--- src/rtl/rhb_pkg.sv ---
package rhb_pkg;
  localparam int unsigned WORD_W = 16;

  typedef enum logic [1:0] {
    IRQ_ALERT = 2'd0,
    IRQ_EACH  = 2'd1,
    IRQ_NONE  = 2'd2,
    IRQ_QUAD  = 2'd3
  } irq_mode_e;
endpackage

--- src/rtl/rhb_history.sv ---
module rhb_history #(
  parameter int unsigned DW    = 16,
  parameter int unsigned SLOTS = 3,
  localparam int unsigned ENTRIES = SLOTS + 1
) (
  input  logic          clk_i,
  input  logic          rst_ni,
  input  logic          push_i,
  input  logic [DW-1:0] hi_i,
  input  logic [DW-1:0] lo_i,
  output logic [DW-1:0] hi_o [ENTRIES],
  output logic [DW-1:0] lo_o [ENTRIES]
);
  logic [DW-1:0] hi_q [ENTRIES];
  logic [DW-1:0] lo_q [ENTRIES];

  always_ff @(posedge clk_i or negedge rst_ni) begin
    if (!rst_ni) begin
      hi_q[0] <= '0;
      lo_q[0] <= '0;
    end else if (push_i) begin
      hi_q[0] <= hi_i;
      lo_q[0] <= lo_i;
    end
  end

  for (genvar i = 1; i < ENTRIES; i++) begin : g_slot
    always_ff @(posedge clk_i or negedge rst_ni) begin
      if (!rst_ni) begin
        hi_q[i] <= '0;
        lo_q[i] <= '0;
      end else if (push_i) begin
        hi_q[i] <= hi_q[i-1];
        lo_q[i] <= lo_q[i-1];
      end
    end
  end

  assign hi_o = hi_q;
  assign lo_o = lo_q;


  hist_shift_chk: assert property (@(posedge clk_i) disable iff (!rst_ni)
    push_i |=> (hi_q[1] == $past(hi_q[0])) && (lo_q[1] == $past(lo_q[0])));
endmodule

--- src/rtl/rhb_status_irq.sv ---
module rhb_status_irq
  import rhb_pkg::*;
#(
  parameter int unsigned QUAD_N = 4,
  localparam int unsigned CW = (QUAD_N > 1) ? $clog2(QUAD_N) : 1
) (
  input  logic              clk_i,
  input  logic              rst_ni,
  input  logic              push_i,
  input  logic              ovl_i,
  input  logic              fh_i,
  input  logic              fl_i,
  input  logic              stat_rd_i,
  input  logic              stat_wr_nz_i,
  input  logic              cfg_wr_i,
  input  irq_mode_e         irq_mode_i,
  input  logic              irq_pol_i,
  output logic [WORD_W-1:0] status_o,
  output logic              int_o
);
  logic          rdy_q, ovl_q, fh_q, fl_q, irq_q, evt;
  logic [CW-1:0] cnt_q;
  logic          quad_hit;

  assign quad_hit = push_i && (cnt_q == CW'(QUAD_N - 1));

  always_ff @(posedge clk_i or negedge rst_ni) begin
    if (!rst_ni)       cnt_q <= '0;
    else if (cfg_wr_i) cnt_q <= '0;
    else if (push_i)   cnt_q <= quad_hit ? '0 : cnt_q + 1'b1;
  end

  always_comb begin
    unique case (irq_mode_i)
      IRQ_EACH:  evt = push_i;
      IRQ_QUAD:  evt = quad_hit;
      IRQ_ALERT: evt = push_i && (fh_i || fl_i);
      default:   evt = 1'b0;
    endcase
  end

  always_ff @(posedge clk_i or negedge rst_ni) begin
    if (!rst_ni) begin
      rdy_q <= 1'b0;
      ovl_q <= 1'b0;
      fh_q  <= 1'b0;
      fl_q  <= 1'b0;
      irq_q <= 1'b0;
    end else begin
      if (push_i) begin
        rdy_q <= 1'b1;
        ovl_q <= ovl_i;
        fh_q  <= fh_i;
        fl_q  <= fl_i;
      end else if (stat_rd_i || stat_wr_nz_i) begin
        rdy_q <= 1'b0;
      end
      if (evt)            irq_q <= 1'b1;
      else if (stat_rd_i) irq_q <= 1'b0;
    end
  end

  assign status_o = {{(WORD_W-4){1'b0}}, ovl_q, rdy_q, fh_q, fl_q};
  assign int_o    = irq_pol_i ? irq_q : ~irq_q;


  rdy_set_chk: assert property (@(posedge clk_i) disable iff (!rst_ni)
    push_i |=> rdy_q);

  rdy_clr_chk: assert property (@(posedge clk_i) disable iff (!rst_ni)
    ((stat_rd_i || stat_wr_nz_i) && !push_i) |=> !rdy_q);

  irq_hold_chk: assert property (@(posedge clk_i) disable iff (!rst_ni)
    (irq_q && !stat_rd_i) |=> irq_q);

  irq_none_chk: assert property (@(posedge clk_i) disable iff (!rst_ni)
    (!irq_q && irq_mode_i == IRQ_NONE) |=> !irq_q);
endmodule

--- src/rtl/rhb_regport.sv ---
module rhb_regport
  import rhb_pkg::*;
#(
  parameter int unsigned   AW        = 4,
  parameter int unsigned   ENTRIES   = 4,
  parameter logic [AW-1:0] CFG_ADDR  = 'hA,
  parameter logic [AW-1:0] STAT_ADDR = 'hC
) (
  input  logic              clk_i,
  input  logic              rst_ni,
  input  logic [AW-1:0]     addr_i,
  input  logic              ptr_ld_i,
  input  logic              rd_i,
  input  logic              wr_i,
  input  logic [WORD_W-1:0] wdata_i,
  input  logic [WORD_W-1:0] hi_i [ENTRIES],
  input  logic [WORD_W-1:0] lo_i [ENTRIES],
  input  logic [WORD_W-1:0] status_i,
  output logic [WORD_W-1:0] rdata_o,
  output logic              stat_rd_o,
  output logic              stat_wr_nz_o,
  output logic              cfg_wr_o,
  output irq_mode_e         irq_mode_o,
  output logic              irq_pol_o
);
  logic [AW-1:0]     ptr_q;
  logic              burst_q, pol_q;
  irq_mode_e         mode_q;
  logic [WORD_W-1:0] rmux, cfg_word;

  assign cfg_wr_o     = wr_i && (addr_i == CFG_ADDR);
  assign stat_wr_nz_o = wr_i && (addr_i == STAT_ADDR) && (|wdata_i);
  assign stat_rd_o    = rd_i && (ptr_q == STAT_ADDR);
  assign cfg_word     = {{(WORD_W-5){1'b0}}, pol_q, mode_q, 1'b0, burst_q};

  always_ff @(posedge clk_i or negedge rst_ni) begin
    if (!rst_ni) begin
      burst_q <= 1'b1;
      pol_q   <= 1'b0;
      mode_q  <= IRQ_ALERT;
    end else if (cfg_wr_o) begin
      burst_q <= wdata_i[0];
      mode_q  <= irq_mode_e'(wdata_i[3:2]);
      pol_q   <= wdata_i[4];
    end
  end

  always_comb begin
    rmux = '0;
    for (int k = 0; k < ENTRIES; k++) begin
      if (ptr_q == AW'(2*k))     rmux = hi_i[k];
      if (ptr_q == AW'(2*k + 1)) rmux = lo_i[k];
    end
    if (ptr_q == CFG_ADDR)  rmux = cfg_word;
    if (ptr_q == STAT_ADDR) rmux = status_i;
  end

  always_ff @(posedge clk_i or negedge rst_ni) begin
    if (!rst_ni) begin
      ptr_q   <= '0;
      rdata_o <= '0;
    end else begin
      if (rd_i) rdata_o <= rmux;
      if (ptr_ld_i)            ptr_q <= addr_i;
      else if (rd_i && burst_q) ptr_q <= ptr_q + 1'b1;
    end
  end

  assign irq_mode_o = mode_q;
  assign irq_pol_o  = pol_q;


  ptr_step_chk: assert property (@(posedge clk_i) disable iff (!rst_ni)
    (rd_i && burst_q && !ptr_ld_i) |=> ptr_q == AW'($past(ptr_q) + 1'b1));

  ptr_hold_chk: assert property (@(posedge clk_i) disable iff (!rst_ni)
    (rd_i && !burst_q && !ptr_ld_i) |=> $stable(ptr_q));
endmodule

--- src/rtl/result_hist_bank.sv ---
module result_hist_bank
  import rhb_pkg::*;
#(
  parameter int unsigned ADDR_W = 4,
  parameter int unsigned SLOTS  = 3,
  parameter int unsigned QUAD_N = 4,
  localparam int unsigned ENTRIES = SLOTS + 1
) (
  input  logic              clk_i,
  input  logic              rst_ni,
  input  logic              res_valid_i,
  input  logic [WORD_W-1:0] res_hi_i,
  input  logic [WORD_W-1:0] res_lo_i,
  input  logic              ovl_i,
  input  logic              flag_h_i,
  input  logic              flag_l_i,
  input  logic [ADDR_W-1:0] addr_i,
  input  logic              ptr_ld_i,
  input  logic              rd_i,
  input  logic              wr_i,
  input  logic [WORD_W-1:0] wdata_i,
  output logic [WORD_W-1:0] rdata_o,
  output logic              int_o
);
  logic [WORD_W-1:0] hi_w [ENTRIES];
  logic [WORD_W-1:0] lo_w [ENTRIES];
  logic [WORD_W-1:0] status_w;
  logic              stat_rd, stat_wr_nz, cfg_wr, irq_pol;
  irq_mode_e         irq_mode;

  rhb_history #(.DW(WORD_W), .SLOTS(SLOTS)) u_hist (
    .clk_i, .rst_ni,
    .push_i (res_valid_i),
    .hi_i   (res_hi_i),
    .lo_i   (res_lo_i),
    .hi_o   (hi_w),
    .lo_o   (lo_w)
  );

  rhb_status_irq #(.QUAD_N(QUAD_N)) u_stat (
    .clk_i, .rst_ni,
    .push_i       (res_valid_i),
    .ovl_i        (ovl_i),
    .fh_i         (flag_h_i),
    .fl_i         (flag_l_i),
    .stat_rd_i    (stat_rd),
    .stat_wr_nz_i (stat_wr_nz),
    .cfg_wr_i     (cfg_wr),
    .irq_mode_i   (irq_mode),
    .irq_pol_i    (irq_pol),
    .status_o     (status_w),
    .int_o        (int_o)
  );

  rhb_regport #(
    .AW(ADDR_W), .ENTRIES(ENTRIES),
    .CFG_ADDR(ADDR_W'(4'hA)), .STAT_ADDR(ADDR_W'(4'hC))
  ) u_port (
    .clk_i, .rst_ni,
    .addr_i, .ptr_ld_i, .rd_i, .wr_i, .wdata_i,
    .hi_i         (hi_w),
    .lo_i         (lo_w),
    .status_i     (status_w),
    .rdata_o      (rdata_o),
    .stat_rd_o    (stat_rd),
    .stat_wr_nz_o (stat_wr_nz),
    .cfg_wr_o     (cfg_wr),
    .irq_mode_o   (irq_mode),
    .irq_pol_o    (irq_pol)
  );
endmodule

--- config.mk ---
export PLATFORM = sky130hd
export DESIGN_NAME = result_hist_bank
export DESIGN_NICKNAME = d
export VERILOG_FILES = /design/src/rtl/rhb_pkg.sv /design/src/rtl/rhb_history.sv /design/src/rtl/rhb_status_irq.sv /design/src/rtl/rhb_regport.sv /design/src/rtl/result_hist_bank.sv
export SDC_FILE = /design/constraint.sdc
export NUM_CORES = 1
export LEC_CHECK = 0
export CAP_MARGIN = 20
export CORE_MARGIN = 4
export CORE_UTILIZATION = 65
export CTS_BUF_LIST = sky130_fd_sc_hd__clkbuf_4 sky130_fd_sc_hd__clkbuf_8
export DETAILED_ROUTE_END_ITERATION = 8
export DONT_BUFFER_PORTS = 1
export GPL_TIMING_DRIVEN = 0
export PLACE_DENSITY = 0.91
export SKIP_CTS_REPAIR_TIMING = 1
export SYNTH_ARGS = -nofsm -noshare
export SYNTH_HDL_FRONTEND = slang
export SYNTH_SLANG_ARGS = --single-unit
--- constraint.sdc ---
create_clock -name clk_i -period 2.25 [get_ports clk_i]
set_input_delay 0.225 -clock clk_i [delete_from_list [all_inputs] [get_ports clk_i]]
set_output_delay 0.225 -clock clk_i [all_outputs]
set_load 0.01 [all_outputs]
==> key figures <==
Logic synthesis
  – FF+latch count, synth: 159
  – Asr flop ratio synth: 100%
  – Post-Synthesis Cells: between 600 and 700
  – Syn nets: 727
  – Cell variety after synth: 57
  – Syn avg cell area: about 11 µm²
  – Top FF cell, synth: dfrtp_1
  – EDFF count, synth: 0
  – Synth warn: 0
  – Syn Std Cell Area: between 7000 and 8000 µm²
  – Post-synthesis sequential area ratio: 53.0%

Floorplanning
  – Core Region: 11100 µm²
  – Die Y: between 100 and 150 µm
  – Die area: 13300 µm²
  – DIE WIDTH: 115 µm
  – Top-level I/O count: 78
  – Placement Rows: 38
  – Initial Util: 67.7%

Status
  – Status: complete, but fails checks
  – Violated checks: negative hold slack

Routing
  – Routed WL: 20500 µm
  – Iter 0 DRT Violations: 636
  – Final ANT Viol Nets: 0
  – Drt wl/cell: 23.3 µm
  – Drt via density: 6.74
  – DRC Markers: 0
  – First-pass DRT Iterations: 8
  – Total number of vias: 5907

Layout
  – Layout cells sized above 1: 24.4%
  – Design Area, Final: 8560 µm²
  – Area Growth Syn to Fin: 14.0%
  – Antenna cells: 0
  – Fin nets: 790

Pwr
  – Final Power: roughly 0.0074 W
  – P per Cell Area: 866 nW/µm²
  – Maximum vdd drop: 0.000843 V
  – Leakage: 3.66 nW

STA
  – Final Critical Period: approximately 2.2 ns
  – Setup Skew: 0.0138 ns
  – Tcrit/Tclk final: between 90 and 100%
  – Final Max Tran Viols: 0
  – Fin Hold WS: -0.574 ns
  – RSZ-0062 raised after global routing: true
  – Fmax: 0.453 GHz
  – Fin. Hold Viols: 159
  – Slew HR: around 53%
  – # setup viols final: 0
  – Tightest Pin Transition: ~0.7 ns
  – Setup TNS: 0 ns

Worst setup path
  – Critical path class: flip-flop to flip-flop
  – Max FO, Critical Path: 10
  – Critical path arrival: 2.57 ns
  – CP startpoint: u_port.ptr_q[0]
  – Crit end category: flip-flop
  – R2R depth: 7
  – Reg2Reg Setup Slack: approximately 0.043 ns
  – Critical R2R Launch: u_port.ptr_q[0]
  – Worst Path Required: 2.61 ns
  – Reg-to-reg endpoint: u_port.rdata_o[6]
  – Crit start category: flip-flop

Placement
  – DPL Wire Length: 13600 µm
  – GPL Wtd Cong: 0.936
  – DP Area: 7680 µm²
  – IO buf count: 0

Worst hold path
  – Hold Path Class: input pin to asynchronous set/reset pin

Global routing
  – Largest net degree at the start of global routing: 160
  – Gr ovfl total: 0
  – Initial antenna violation count: 0
  – First-pass GRT wire length: 31000 µm
  – Number of global-route vias before repair: around 5800
  – GRT Total Usage: between 30% and 40%

Job
  – Max-Cap Viols: 0

Clock tree
  – Skew-Pair Late Insertion Delay: 0.49 ns
  – CTS sink cnt: 159
  – CTS tree: built
  – Htree depth: 4
  – Clock tree buffer depth: 2
  – CTS Buf Count: 17
  – CTS root buf: clkbuf_8
  – Worst-path clk slew: about 0.090 ns
==> worst max path at each step <==
stage	endpoint	slack (ns)	cells past startpoint
2_1_floorplan	u_port.rdata_o[12]	0.51	7
3_3_place_gp	u_port.rdata_o[1]	0.04	7
3_5_place_dp	u_port.rdata_o[1]	0.02	7
4_1_cts	u_port.rdata_o[1]	-0.02	7
5_1_grt	u_port.rdata_o[10]	0.00005	7
6_report	u_port.rdata_o[6]	0.04	7
==> flip-flops by register name, indices dropped and copies added (netlist names) <==
name / cells
u_stat.irq_q: 1
u_hist.hi_o: 64
u_port.rdata_o: 16
u_stat.fh_q: 1
u_port.ptr_q: 4
u_port.irq_mode_o: 2
u_stat.ovl_q: 1
u_port.burst_q: 1
u_stat.rdy_q: 1
u_hist.lo_o: 64
u_stat.fl_q: 1
u_port.irq_pol_o: 1
u_stat.cnt_q: 2
==> cell usage after synthesis (8+ instances only) <==
cell	number	area, µm²
a22oi_1	27	203
buf_2	25	125
o22ai_1	10	62.6
nand2_1	57	214
inv_1	42	158
a21oi_1	24	120
a2bb2oi_1	10	87.6
a221o_1	12	120
dfrtp_1	158	3950
o31ai_1	11	82.6
o21ai_0	52	260
a211oi_1	8	60.1
clkbuf_1	19	71.3
nand3b_1	9	67.6
mux2_2	97	1090
nor2b_1	9	56.3
==> where the power goes <==
| group | internal (W) | switching (W) | leakage [nW] |
|---|---|---|---|
| clock network | 0.00103 | 0.00114 | 0.207 |
| logic | 0.000702 | 0.000789 | 1.53 |
| registers | 0.00331 | 0.000428 | 1.92 |
==> metrics by stage <==
stage	hold slack, ns	cells	setup slack [ns]	util [%]
2_1_floorplan	-0.0706	661	0.515	-
3_3_place_gp	-0.0657	801	0.0384	69.3
3_5_place_dp	-0.0670	801	0.0210	69.3
4_1_cts	-0.592	833	-0.0205	73.0
5_1_grt	-0.596	877	0.0000522	77.3
6_report	-0.574	877	0.0432	77.3
==> critical path: stages, from the launching register on <==
cell and delay [ns]:
dfrtp_1 0.41, inv_1 0.11, ha_1 0.25, buf_2 0.20, clkbuf_1 0.25, a221o_1 0.33
a221oi_1 0.42, o31ai_1 0.13
==> logic make-up after synthesis <==
family	Yosys count	synth area share, %
multiplexers	100	15.0
XOR/XNOR	4	0.467
adder cells (fa/ha/maj)	5	0.834
AND/OR/NAND/NOR	118	8.40
AO/OA/AOI/OAI	181	16.9
buffers and inverters	94	5.42
flip-flops	159	53.0
==> final cells by class <==
class | count | area (µm²)
tap | 140 | 175
inverter | 43 | 161
multi-input combinational | 408 | 3150
clock inverter | 14 | 155
fill | 638 | 2520
timing repair buffer | 44 | 440
clock buffer | 18 | 248
sequential | 159 | 3980
buffer | 51 | 249
==> layer usage <==
metal	vias up	track usage [%]	routed length, µm
li1	2516	-	-
met1	2928	41.7	7860
met2	400	46.9	9650
met3	63	10.8	2380
met4	0	12.7	563
met5	-	0	0
==> placed cells by master, fill, tap and decap left out, types with 3 or more instances in the layout <==
cell and n:
a211oi_1 8, a21oi_1 24, a221o_1 12, a221oi_2 11, a22oi_1 27, a2bb2oi_1 10
buf_1 3, buf_2 25, clkbuf_1 16, clkbuf_2 3, clkbuf_8 18, clkinv_2 3
dfrtp_1 158, dlygate4sd3_1 44, ha_1 5, inv_1 42, inv_6 5, mux2_2 97
mux2i_1 3, nand2_1 57, nand3_1 7, nand3b_1 9, nor2_1 7, nor2b_1 9
nor3b_1 7, nor4_1 4, o21ai_0 52, o22ai_1 10, o31ai_1 11
Power figures use the tool's default switching activity.
